File: src/rtl/bsw_pkg.sv
`timescale 1ns/1ps
// Shared types for the two-stage burst stream writer.
package bsw_pkg;
    // Writer sequencing: wait for a length, present the address, stream lines, finished.
    typedef enum logic [1:0] {
        WR_IDLE = 2'd0,
        WR_ADDR = 2'd1,
        WR_DATA = 2'd2,
        WR_FIN  = 2'd3
    } wr_state_e;
endpackage

File: src/rtl/bsw_fifo.sv
`timescale 1ns/1ps
// bsw_fifo: synchronous first-in first-out queue with show-ahead read data.
// Assumes the producer never pushes while full and the consumer never pops
// while empty; simultaneous push and pop keep the fill level unchanged.
module bsw_fifo #(
    parameter int WIDTH = 32,
    parameter int DEPTH = 8
) (
    input  logic             clk,
    input  logic             rst_n,
    input  logic             push,
    input  logic [WIDTH-1:0] wr_data,
    input  logic             pop,
    output logic [WIDTH-1:0] rd_data,
    output logic             full,
    output logic             empty
);
    localparam int PW = (DEPTH > 1) ? $clog2(DEPTH) : 1;
    localparam int CW = $clog2(DEPTH + 1);

    logic [WIDTH-1:0] store [DEPTH];
    logic [PW-1:0]    wr_ptr;
    logic [PW-1:0]    rd_ptr;
    logic [CW-1:0]    fill;

    assign full    = (fill == CW'(DEPTH));
    assign empty   = (fill == '0);
    assign rd_data = store[rd_ptr];

    // Storage write; contents need no reset since fill gates every read.
    always_ff @(posedge clk) begin
        if (push) begin
            store[wr_ptr] <= wr_data;
        end
    end

    // Pointer and fill-level bookkeeping.
    always_ff @(posedge clk) begin
        if (!rst_n) begin
            wr_ptr <= '0;
            rd_ptr <= '0;
            fill   <= '0;
        end else begin
            if (push) begin
                wr_ptr <= (wr_ptr == PW'(DEPTH - 1)) ? '0 : wr_ptr + PW'(1);
            end
            if (pop) begin
                rd_ptr <= (rd_ptr == PW'(DEPTH - 1)) ? '0 : rd_ptr + PW'(1);
            end
            if (push && !pop) begin
                fill <= fill + CW'(1);
            end else if (pop && !push) begin
                fill <= fill - CW'(1);
            end
        end
    end

    // the producer must respect the full flag.
    p_no_overflow_r3: assert property (@(posedge clk) disable iff (!rst_n)
        push |-> !full)
        else $error("queue pushed while full");

    // the consumer must respect the empty flag.
    p_no_underflow_r6: assert property (@(posedge clk) disable iff (!rst_n)
        pop |-> !empty)
        else $error("queue popped while empty");
endmodule

File: src/rtl/bsw_packer.sv
`timescale 1ns/1ps
// bsw_packer: stage one. Packs items into lines (slot 0 = least significant),
// pushes each complete line to the line queue and posts a {last, length}
// entry to the length queue after every BURST_LINES lines, at end-of-stream
// and when the output region is full. Assumes a run starts at reset.
module bsw_packer #(
    parameter int ITEM_W      = 8,
    parameter int LINE_W      = 32,
    parameter int BURST_LINES = 4,
    parameter int CAP_LINES   = 16,
    localparam int IPL        = LINE_W / ITEM_W,
    localparam int LEN_W      = $clog2(BURST_LINES + 1),
    localparam int NW         = $clog2(CAP_LINES * IPL + 1)
) (
    input  logic              clk,
    input  logic              rst_n,
    input  logic              in_valid,
    output logic              in_ready,
    input  logic [ITEM_W-1:0] in_data,
    input  logic              in_eos,
    input  logic              line_full,
    input  logic              cnt_full,
    output logic              line_push,
    output logic [LINE_W-1:0] line_data,
    output logic              cnt_push,
    output logic [LEN_W:0]    cnt_data,
    output logic [NW-1:0]     item_count
);
    localparam int SW = (IPL > 1) ? $clog2(IPL) : 1;
    localparam int TW = $clog2(CAP_LINES + 1);

    logic [SW-1:0]     slot_q;
    logic [LINE_W-1:0] line_q;
    logic [LINE_W-1:0] merged;
    logic [LEN_W-1:0]  burst_q;
    logic [LEN_W-1:0]  burst_after;
    logic [TW-1:0]     total_q;
    logic [TW-1:0]     total_after;
    logic              fin_q;
    logic              accept;
    logic              take_item;
    logic              take_eos;
    logic              line_done;
    logic              cap_hit;
    logic              burst_full;
    logic              cnt_last;

    // Accept only when both queues have room, so no push can overflow.
    assign in_ready  = !fin_q && !line_full && !cnt_full;
    assign accept    = in_valid && in_ready;
    assign take_item = accept && !in_eos;
    assign take_eos  = accept && in_eos;

    // Drop the incoming item into its slot of the line being built.
    always_comb begin
        merged = line_q;
        for (int s = 0; s < IPL; s++) begin
            if (slot_q == SW'(s)) begin
                merged[s*ITEM_W +: ITEM_W] = in_data;
            end
        end
    end

    // Line emission: a full line, or a partial line flushed at end-of-stream.
    assign line_done = take_item && (slot_q == SW'(IPL - 1));
    assign line_push = line_done || (take_eos && (slot_q != '0));
    assign line_data = take_eos ? line_q : merged;

    // Burst accounting for the line just emitted.
    assign burst_after = line_push ? burst_q + LEN_W'(1) : burst_q;
    assign total_after = line_push ? total_q + TW'(1) : total_q;
    assign cap_hit     = line_push && (total_after == TW'(CAP_LINES));
    assign burst_full  = line_push && (burst_after == LEN_W'(BURST_LINES));
    assign cnt_last    = cap_hit || take_eos;
    assign cnt_push    = burst_full || cnt_last;
    assign cnt_data    = {cnt_last, burst_after};

    assign item_count  = NW'(0) + item_q_w;

    logic [NW-1:0] item_q_w;

    // Slot position and partial line; cleared after every emitted line.
    always_ff @(posedge clk) begin
        if (!rst_n) begin
            slot_q <= '0;
            line_q <= '0;
        end else if (take_item) begin
            slot_q <= line_done ? '0 : slot_q + SW'(1);
            line_q <= line_done ? '0 : merged;
        end else if (take_eos) begin
            slot_q <= '0;
            line_q <= '0;
        end
    end

    // Lines in the open burst, lines in the run, run-finished flag, items taken.
    always_ff @(posedge clk) begin
        if (!rst_n) begin
            burst_q  <= '0;
            total_q  <= '0;
            fin_q    <= 1'b0;
            item_q_w <= '0;
        end else begin
            burst_q <= cnt_push ? '0 : burst_after;
            total_q <= total_after;
            if (cnt_last) begin
                fin_q <= 1'b1;
            end
            if (take_item) begin
                item_q_w <= item_q_w + NW'(1);
            end
        end
    end

    // a posted length never exceeds a burst, and only the final one is short.
    p_len_bound_r4: assert property (@(posedge clk) disable iff (!rst_n)
        cnt_push |-> (cnt_data[LEN_W-1:0] <= LEN_W'(BURST_LINES)) &&
                     (cnt_data[LEN_W] || (cnt_data[LEN_W-1:0] == LEN_W'(BURST_LINES))))
        else $error("bad burst length posted");

    // once the run has finished no further beat is taken.
    p_no_take_after_fin_r9: assert property (@(posedge clk) disable iff (!rst_n)
        $past(cnt_last) |-> !accept)
        else $error("beat accepted after the run ended");
endmodule

File: src/rtl/bsw_writer.sv
`timescale 1ns/1ps
// bsw_writer: stage two. Waits for a {last, length} entry, issues one address
// request for that many lines at the running line offset, then streams the
// lines from the line queue. Pulses done after the final burst, or at once
// for a final entry of length zero. Assumes lines precede their length entry.
module bsw_writer #(
    parameter int LINE_W      = 32,
    parameter int BURST_LINES = 4,
    parameter int CAP_LINES   = 16,
    parameter int ADDR_W      = 16,
    parameter int BASE_ADDR   = 'h100,
    localparam int LEN_W      = $clog2(BURST_LINES + 1)
) (
    input  logic              clk,
    input  logic              rst_n,
    input  logic              cnt_empty,
    input  logic [LEN_W:0]    cnt_data,
    output logic              cnt_pop,
    input  logic              line_empty,
    input  logic [LINE_W-1:0] line_data,
    output logic              line_pop,
    output logic              mem_req,
    input  logic              mem_req_ack,
    output logic [ADDR_W-1:0] mem_addr,
    output logic [LEN_W-1:0]  mem_len,
    output logic              mem_wvalid,
    input  logic              mem_wready,
    output logic [LINE_W-1:0] mem_wdata,
    output logic              mem_wlast,
    output logic              done
);
    import bsw_pkg::*;

    localparam int OW = $clog2(CAP_LINES + 1);

    wr_state_e        state_q;
    logic [LEN_W-1:0] len_q;
    logic [LEN_W-1:0] left_q;
    logic             last_q;
    logic [OW-1:0]    off_q;
    logic             done_q;

    // Port drive from the current state.
    assign cnt_pop    = (state_q == WR_IDLE) && !cnt_empty;
    assign mem_req    = (state_q == WR_ADDR);
    assign mem_addr   = ADDR_W'(BASE_ADDR) + ADDR_W'(off_q);
    assign mem_len    = len_q;
    assign mem_wvalid = (state_q == WR_DATA) && !line_empty;
    assign mem_wdata  = line_data;
    assign mem_wlast  = (left_q == LEN_W'(1));
    assign line_pop   = mem_wvalid && mem_wready;
    assign done       = done_q;

    // Burst sequencing, line offset and completion pulse.
    always_ff @(posedge clk) begin
        if (!rst_n) begin
            state_q <= WR_IDLE;
            len_q   <= '0;
            left_q  <= '0;
            last_q  <= 1'b0;
            off_q   <= '0;
            done_q  <= 1'b0;
        end else begin
            done_q <= 1'b0;
            case (state_q)
                WR_IDLE: begin
                    if (cnt_pop) begin
                        len_q  <= cnt_data[LEN_W-1:0];
                        left_q <= cnt_data[LEN_W-1:0];
                        last_q <= cnt_data[LEN_W];
                        if (cnt_data[LEN_W-1:0] != '0) begin
                            state_q <= WR_ADDR;
                        end else if (cnt_data[LEN_W]) begin
                            state_q <= WR_FIN;
                            done_q  <= 1'b1;
                        end
                    end
                end
                WR_ADDR: begin
                    if (mem_req_ack) begin
                        state_q <= WR_DATA;
                    end
                end
                WR_DATA: begin
                    if (line_pop) begin
                        off_q  <= off_q + OW'(1);
                        left_q <= left_q - LEN_W'(1);
                        if (left_q == LEN_W'(1)) begin
                            if (last_q) begin
                                state_q <= WR_FIN;
                                done_q  <= 1'b1;
                            end else begin
                                state_q <= WR_IDLE;
                            end
                        end
                    end
                end
                default: state_q <= WR_FIN;
            endcase
        end
    end

    // an unacknowledged request keeps its address and length.
    p_req_hold_r11: assert property (@(posedge clk) disable iff (!rst_n)
        (mem_req && !mem_req_ack) |=> mem_req && $stable(mem_addr) && $stable(mem_len))
        else $error("request dropped or changed before acknowledge");

    // an unaccepted data beat keeps its payload.
    p_wdata_hold_r11: assert property (@(posedge clk) disable iff (!rst_n)
        (mem_wvalid && !mem_wready) |=> mem_wvalid && $stable(mem_wdata))
        else $error("data beat dropped or changed before accept");

    // completion is a single-cycle pulse.
    p_done_pulse_r10: assert property (@(posedge clk) disable iff (!rst_n)
        done |=> !done)
        else $error("done held longer than one cycle");

    // address and data phases never overlap.
    p_phase_excl_r6: assert property (@(posedge clk) disable iff (!rst_n)
        mem_wvalid |-> !mem_req)
        else $error("request raised during data phase");
endmodule

File: src/rtl/stream_burst_writer.sv
`timescale 1ns/1ps
// stream_burst_writer: top level. Packer and writer run concurrently,
// decoupled by a line queue of two bursts and a small length queue.
// Assumes LINE_W is a multiple of ITEM_W and one run per reset.
module stream_burst_writer #(
    parameter int ITEM_W      = 8,
    parameter int LINE_W      = 32,
    parameter int BURST_LINES = 4,
    parameter int CAP_LINES   = 16,
    parameter int ADDR_W      = 16,
    parameter int BASE_ADDR   = 'h100,
    parameter int LEN_DEPTH   = 2
) (
    input  logic                                                clk,
    input  logic                                                rst_n,
    input  logic                                                in_valid,
    output logic                                                in_ready,
    input  logic [ITEM_W-1:0]                                   in_data,
    input  logic                                                in_eos,
    output logic                                                mem_req,
    input  logic                                                mem_req_ack,
    output logic [ADDR_W-1:0]                                   mem_addr,
    output logic [$clog2(BURST_LINES+1)-1:0]                    mem_len,
    output logic                                                mem_wvalid,
    input  logic                                                mem_wready,
    output logic [LINE_W-1:0]                                   mem_wdata,
    output logic                                                mem_wlast,
    output logic                                                done,
    output logic [$clog2(CAP_LINES*(LINE_W/ITEM_W)+1)-1:0]      item_count
);
    localparam int LEN_W      = $clog2(BURST_LINES + 1);
    localparam int LINE_DEPTH = 2 * BURST_LINES;

    logic              line_push, line_pop, line_full, line_empty;
    logic [LINE_W-1:0] line_wr, line_rd;
    logic              cnt_push, cnt_pop, cnt_full, cnt_empty;
    logic [LEN_W:0]    cnt_wr, cnt_rd;

    bsw_packer #(
        .ITEM_W(ITEM_W), .LINE_W(LINE_W),
        .BURST_LINES(BURST_LINES), .CAP_LINES(CAP_LINES)
    ) u_packer (
        .clk(clk), .rst_n(rst_n),
        .in_valid(in_valid), .in_ready(in_ready),
        .in_data(in_data), .in_eos(in_eos),
        .line_full(line_full), .cnt_full(cnt_full),
        .line_push(line_push), .line_data(line_wr),
        .cnt_push(cnt_push), .cnt_data(cnt_wr),
        .item_count(item_count)
    );

    bsw_fifo #(.WIDTH(LINE_W), .DEPTH(LINE_DEPTH)) u_line_q (
        .clk(clk), .rst_n(rst_n),
        .push(line_push), .wr_data(line_wr),
        .pop(line_pop), .rd_data(line_rd),
        .full(line_full), .empty(line_empty)
    );

    bsw_fifo #(.WIDTH(LEN_W + 1), .DEPTH(LEN_DEPTH)) u_len_q (
        .clk(clk), .rst_n(rst_n),
        .push(cnt_push), .wr_data(cnt_wr),
        .pop(cnt_pop), .rd_data(cnt_rd),
        .full(cnt_full), .empty(cnt_empty)
    );

    bsw_writer #(
        .LINE_W(LINE_W), .BURST_LINES(BURST_LINES), .CAP_LINES(CAP_LINES),
        .ADDR_W(ADDR_W), .BASE_ADDR(BASE_ADDR)
    ) u_writer (
        .clk(clk), .rst_n(rst_n),
        .cnt_empty(cnt_empty), .cnt_data(cnt_rd), .cnt_pop(cnt_pop),
        .line_empty(line_empty), .line_data(line_rd), .line_pop(line_pop),
        .mem_req(mem_req), .mem_req_ack(mem_req_ack),
        .mem_addr(mem_addr), .mem_len(mem_len),
        .mem_wvalid(mem_wvalid), .mem_wready(mem_wready),
        .mem_wdata(mem_wdata), .mem_wlast(mem_wlast),
        .done(done)
    );
endmodule

File: config.mk
export PLATFORM = sky130hd
export DESIGN_NAME = stream_burst_writer
export DESIGN_NICKNAME = d
export VERILOG_FILES = /design/src/rtl/bsw_pkg.sv /design/src/rtl/bsw_fifo.sv /design/src/rtl/bsw_packer.sv /design/src/rtl/bsw_writer.sv /design/src/rtl/stream_burst_writer.sv
export SDC_FILE = /design/constraint.sdc
export NUM_CORES = 1
export LEC_CHECK = 0
export BUFFER_PORTS_ARGS = -buffer_cell sky130_fd_sc_hd__buf_2
export CAP_MARGIN = 0
export CORE_ASPECT_RATIO = 2
export CORE_MARGIN = 2
export CORE_UTILIZATION = 43
export CTS_BUF_LIST = sky130_fd_sc_hd__clkbuf_16
export DETAILED_ROUTE_END_ITERATION = 10
export GPL_ROUTABILITY_DRIVEN = 0
export GPL_TIMING_DRIVEN = 0
export PLACE_DENSITY_LB_ADDON = 0.12
export SYNTH_ARGS = -nofsm -noshare
export SYNTH_HDL_FRONTEND = slang
export SYNTH_SLANG_ARGS = --single-unit
File: constraint.sdc
create_clock -name clk -period 8 [get_ports clk]
set_clock_uncertainty 0.2 [all_clocks]
set_input_delay 0.4 -clock clk [delete_from_list [all_inputs] [get_ports clk]]
set_output_delay 0.4 -clock clk [all_outputs]
set_load 0.005 [all_outputs]
Word-level counts from Yosys, hierarchy flattened
Memories as Yosys holds them, arrays and structs flattened. A register that Yosys moved wholly into a read port is not among the register bits.
Index checks and enable logic that the tools add are counted.
Cells by class
  add/subtract/negate cells: 15
  eq/ne operators: 17
  muxes and demuxes: 47
  bitwise operators: 1
  reductions and logical operators: 44
Operators by type and width (number)
  2-to-1 mux 32 bit: 4
  2-to-1 mux 8 bit: 4
  2-to-1 mux 2 bit: 12
  2-to-1 mux 3 bit: 7
  logical AND 1 bit: 16
  2-to-1 mux 1 bit: 14
  adder 5 x 1 -> 5 bit, second input constant: 2
  adder 9 x 5 -> 10 bit, first input constant: 1
  zero test 1 bit: 10
  nonzero test 2 bit: 5
  adder 3 x 1 -> 3 bit, second input constant: 3
  == test 3 bit, second input constant: 3
  == test 2 bit, second input constant: 4
  2-to-1 mux 4 bit: 2
  adder 7 x 1 -> 7 bit, second input constant: 1
  zero test 2 bit: 3
  inequality test 2 bit, second input constant: 3
  one-hot mux 2 bit (3 select lines): 1
  one-hot mux 3 bit (2 select lines): 1
  == test 5 bit, second input constant: 1
  2-to-1 mux 5 bit: 1
  AND reduction 5 bit: 1
  adder 2 x 1 -> 2 bit, second input constant: 2
  adder 4 x 1 -> 4 bit, second input constant: 1
  other kinds (17): 22
Word-level totals
  logic and storage cells: 144
  memory bits (writable): 264
  memories: 2
  register bits: 79
  output and inout port bits: 63
Memories
  u_line_q.store: words 8, bits a word 32, rd ports 1, clocked after memory_dff 1, wr ports 1, RTL line bsw_fifo.sv:21  | logic [WIDTH-1:0] store [DEPTH];
  u_len_q.store: words 2, bits a word 4, rd ports 1, clocked after memory_dff 1, wr ports 1, RTL line bsw_fifo.sv:21

Depth between registers and ports, before layout
  word-level depth: 17
  depth in mapped cells: 14

Modules after synthesis
Synthesis repeated with hierarchy kept, for this count alone.
Second synthesis, totals
  cells, all modules: 877
  area, all modules: 14620.3 um^2
By module, submodules not included
  bsw_fifo at u_line_q: cells an instance 444, area an instance 10428.8 um^2, instances 1
  bsw_packer: cells an instance 258, area an instance 2544.9 um^2, instances 1
  bsw_writer: cells an instance 141, area an instance 1142.3 um^2, instances 1
  bsw_fifo at u_len_q: cells an instance 34, area an instance 504.2 um^2, instances 1

Worst setup path before layout
No wires, ideal clock.
  path kind: register to register
  start point: register u_packer.slot_q[0]
  end point: memory u_line_q.store[2][0], enable pin
  stages on the path, launching flop included: 7
  arrival: 4.491 ns
  library setup time: 0.513 ns
  buffers on the path: 1
  data required time: 7.287 ns
  path slack: 2.796 ns
  path through: dfxtp_1 > inv_1 > ha_1 > a21oi_1 > nand2_1 > buf_2 > nor4b_1
On the way
  word-level cells in the longest chain between the ends: 5
  elaborated cells between the ends (all ways): 7
Ends and longest elaborated chain
  from (decl): RTL line bsw_packer.sv:32  | logic [SW-1:0] slot_q;
  from (signal assigned): RTL line bsw_packer.sv:88  | slot_q <= line_done ? '0 : slot_q + SW'(1);
  == test 2 bit or nonzero test 2 bit (tied branches): RTL line bsw_packer.sv:65, bsw_packer.sv:66
  logical AND 1 bit (on tied branches): RTL line bsw_packer.sv:65, bsw_packer.sv:66
  logical OR 1 bit (*): RTL line bsw_packer.sv:66  | assign line_push = line_done || (take_eos && (slot_q != '0));
  2-to-1 mux 1 bit (*): RTL line bsw_fifo.sv:32  | if (push) begin
  2-to-1 mux 1 bit (implied by the code) (*): RTL line bsw_fifo.sv:33  | store[wr_ptr] <= wr_data;
  to (decl): RTL line bsw_fifo.sv:21
Every way passes the cells marked *; elsewhere a longest branch is shown, timed or not.

==> flow_summary.toml <==
[clock_tree]
ctsRootBufferMaster = "clkbuf_16"
post_cts.repair.setup_buffers = 0
cts.repair.resized = 0
tritoncts_num_sinks = 347
hold_buffers = 6
insertion_delay_ns = 0.56
max-clock-path-buffers = 3
numCtsBuffers = 30
cts.clk_slew.worst_paths_ns = 0.07
clock_tree.htree_level_count = 1
cts_tree = "done"

[grt]
grt_first_pass_wirelength_um = 47000
via_count_of_the_first_global_routing_pass = 7849
grt_antenna_before_repair = 0
gr_ovfl_total = 0
track_usage_pct = 18.8
pin_count_of_the_biggest_net_entering_global_routing = 19

[floorplanning]
ioPinCount = 77
initial_utilization_pct = 43.3
core_region_area_sq_um = 32000
die_h_um = 258
floorplan.die_area_sq_um = 33800
die_x_um = 131
rows = 93

[yosys]
top_cell_types_by_occurrence_after_synthesis = "edfxtp_1, dfxtp_1, mux2_2, nor2_1, mux4_2"
seq_area_frac_synth_pct = 69.1
ys_ff_latch = 347
synth_top_flop_cell = "edfxtp_1"
async_flop_share_pct = 0
avgSynthCellArea_sq_um = 16.8
post_synth_inst_count = 827
yosysMostFrequentCell = "edfxtp_1"
edff_count_synth = 264
synth.area.top_cells = "edfxtp_1, dfxtp_1, mux4_2"
synth.lib_cells_used.distinct = 52
post_synth_instance_area_sq_um = 13900
synth_largest_type_area_fraction_pct = 57.2
yosysWarningCount = 0
post-synth-top-area-cell = "edfxtp_1"

[run_status]
status = "complete, no violations"

[setup_path]
worst_setup_path_end_kind = "output port"
startpoint_type = "flop"
timing.critical_path.arrival_ns = 2.99
worst-path-max-fanout = 10
criticalPathCategory = "flop to output port"
worst_ep_required_time_ns = 7.40

[finish]
design_area_sq_um = 16200
final.fill_count = 2737
final_net_count = 1003
final_util_pct = 50.5
flow.area_growth_from_synthesis_pct = 16.6
finish.cell_count_without_fillers = 1420
n_antenna_cell = 0
fraction_of_final_layout_cells_sized_beyond_drive_strength_1_pct = 31.0

[detailed_routing]
dr_total_vias = 7378
antenna_violating_nets_post_route = 0
first_pass_iters = 4
vias_per_cell = 5.20
postRouteWirelength_um = 30600
wl_per_cell_um = 21.6
detail_route.iter0.violations = 511
drc_errors = 0

[placed_design]
portBuffers = 64
hpwlAfterDp_um = 21400
detailed_place.area_sq_um = 15200
place_inst = 1359
dpl_worst_slack_ns = 4.62

[hold_path]
min-delay-path-class = "input pin to flop"

[timing]
timing.max_slew.rel_slack_pct = 33.1
slew_violations = 0
rsz0062_at_grt = "false"
hold_viol = 0
finalWorstPathRequiredPeriod_ns = 3.59
max_freq_mhz = 279
timing_worst_slew_pin_value_ns = 1.00
setup_viol_count_final = 0
timing.final.ws_setup_ns = 4.41
layout_worst_path_cycle_share_pct = 44.9

[power_and_ir_drop]
sequentialPowerShare_pct = 51.5
powerDensity_nw_per_um2 = 248
pwr-share-comb_pct = 13.1
total_leakage_power_nw = 5.81
internal_power_mw = 3.03
swShare_pct = 24.2
power_switching_uw = 969
irDropWorstVdd_uv = 218
clock_network_fraction_of_total_power_pct = 35.4
report.power.total_mw = 4.00

[run]
max_cap_violations = 0
[cell usage in the layout, fill, tap and decap left out, drive strengths merged, types with 2 or more instances in the layout]
| master | Yosys | layout |
|---|---|---|
| edfxtp | 264 | 264 |
| buf | 24 | 120 |
| dfxtp | 83 | 83 |
| mux2 | 65 | 65 |
| nor2 | 65 | 65 |
| mux4 | 64 | 64 |
| clkbuf | 25 | 56 |
| nand2 | 40 | 40 |
| inv | 13 | 25 |
| a22oi | 24 | 24 |
| a21oi | 23 | 23 |
| ha | 18 | 18 |
| xor2 | 14 | 14 |
| o21ai | 12 | 12 |
| conb | 2 | 11 |
| nor3 | 10 | 10 |
| xnor2 | 9 | 9 |
| and2 | 9 | 9 |
| nand4 | 8 | 8 |
| clkinv | 0 | 8 |
| and3 | 7 | 7 |
| nor3b | 7 | 7 |
| mux2i | 6 | 6 |
| dlygate4sd3 | 0 | 6 |
| nand2b | 4 | 4 |
| nand3 | 4 | 4 |
| nor2b | 3 | 3 |
| a211oi | 3 | 3 |
| bufinv | 0 | 3 |
| nor4 | 3 | 3 |
| or3 | 2 | 2 |
| o211ai | 2 | 2 |
| o31a | 2 | 2 |
[path summary, 6_finish.rpt]
kind | start | endpoint | slack (ns) | cells after the start
worst max-delay path | flop | mem_wdata[24] | 4.41 | 5
worst min-delay path | in_data[1] | u_packer.line_q[17] | 0.02 | 3
worst min register to register | u_packer.line_q[31] | u_packer.line_q[31] | 0.25 | 1
worst max register to register | u_packer.slot_q[0] | u_line_q.store[5][11] | 4.67 | 10
[logic make-up (layout without fill, tap and decap cells)]
family / Yosys count / in the layout / share of synthesized area, %
buffers and inverters: 62 / 219 / 2.15
DFF: 347 / 347 / 69.1
and+or+nand+nor: 168 / 168 / 5.94
AOI/OAI and AO/OA: 71 / 71 / 3.40
adders and majority gates: 19 / 19 / 1.77
other: 2 / 11 / 0.0541
muxes: 135 / 135 / 16.1
xor gates and xnor gates: 23 / 23 / 1.45
[metal layers]
metal	up-vias	share of wire, %	track usage [%]
li1	3446	-	-
met1	3766	38	22.4
met2	129	56	35.1
met3	37	3.2	1.86
met4	0	2.2	5.41
met5	-	0	0
[worst max-delay path: stages (launching register included)]
cell,delay [ns]
dfxtp_1,0.31
clkbuf_1,0.62
buf_2,0.52
mux4_2,0.55
mux2_2,0.30
buf_2,0.14
[cell type report]
cell class / instances / area, sq um / share of cell area, %
Sequential cell: 347 / 9590 / 59.3
Multi-Input combinational cell: 427 / 4060 / 25.1
Clock buffer: 31 / 776 / 4.80
Timing Repair Buffer: 102 / 738 / 4.56
Tap cell: 427 / 534 / 3.30
Buffer: 49 / 249 / 1.54
Clock inverter: 24 / 175 / 1.08
Inverter: 13 / 48.8 / 0.302
[power by group through the flow]
stage / Combinational, mW / Clock, mW / Sequential, mW
finish: 0.525 / 1.42 / 2.06
global route: 0.585 / 1.52 / 2.07
CTS: 0.538 / 1.46 / 2.06
detailed placement: 0.533 / 0 / 2.10
global placement: 0.520 / 0 / 2.10
floorplan: 0.362 / 0 / 2.09
[flip-flops by register name, summed over array words and instances, names as in the netlist, named ones only]
name and count:
u_writer.mem_len 3, u_line_q.store 256, u_len_q.fill 2, u_writer.state_q 2
u_packer.fin_q 1, u_writer.off_q 5, u_packer.burst_q 3, u_len_q.rd_ptr 1
u_writer.done 1, u_len_q.wr_ptr 1, u_writer.last_q 1, u_line_q.rd_ptr 3
u_writer.left_q 3, u_line_q.fill 4, u_packer.slot_q 2, u_packer.total_q 5
u_len_q.store 8, u_packer.line_q 32, u_line_q.wr_ptr 3, u_packer.item_q_w 7
[metrics by stage]
step / hold slack (ns) / setup TNS, ns
6_report: 0.0208 / 0
5_1_grt: 0.0446 / 0
4_1_cts: 0.00753 / 0
3_5_place_dp: 0.238 / 0
3_3_place_gp: 0.236 / -63.88
2_1_floorplan: 0.224 / 0
No activity file was read; power rests on OpenSTA's default activity.
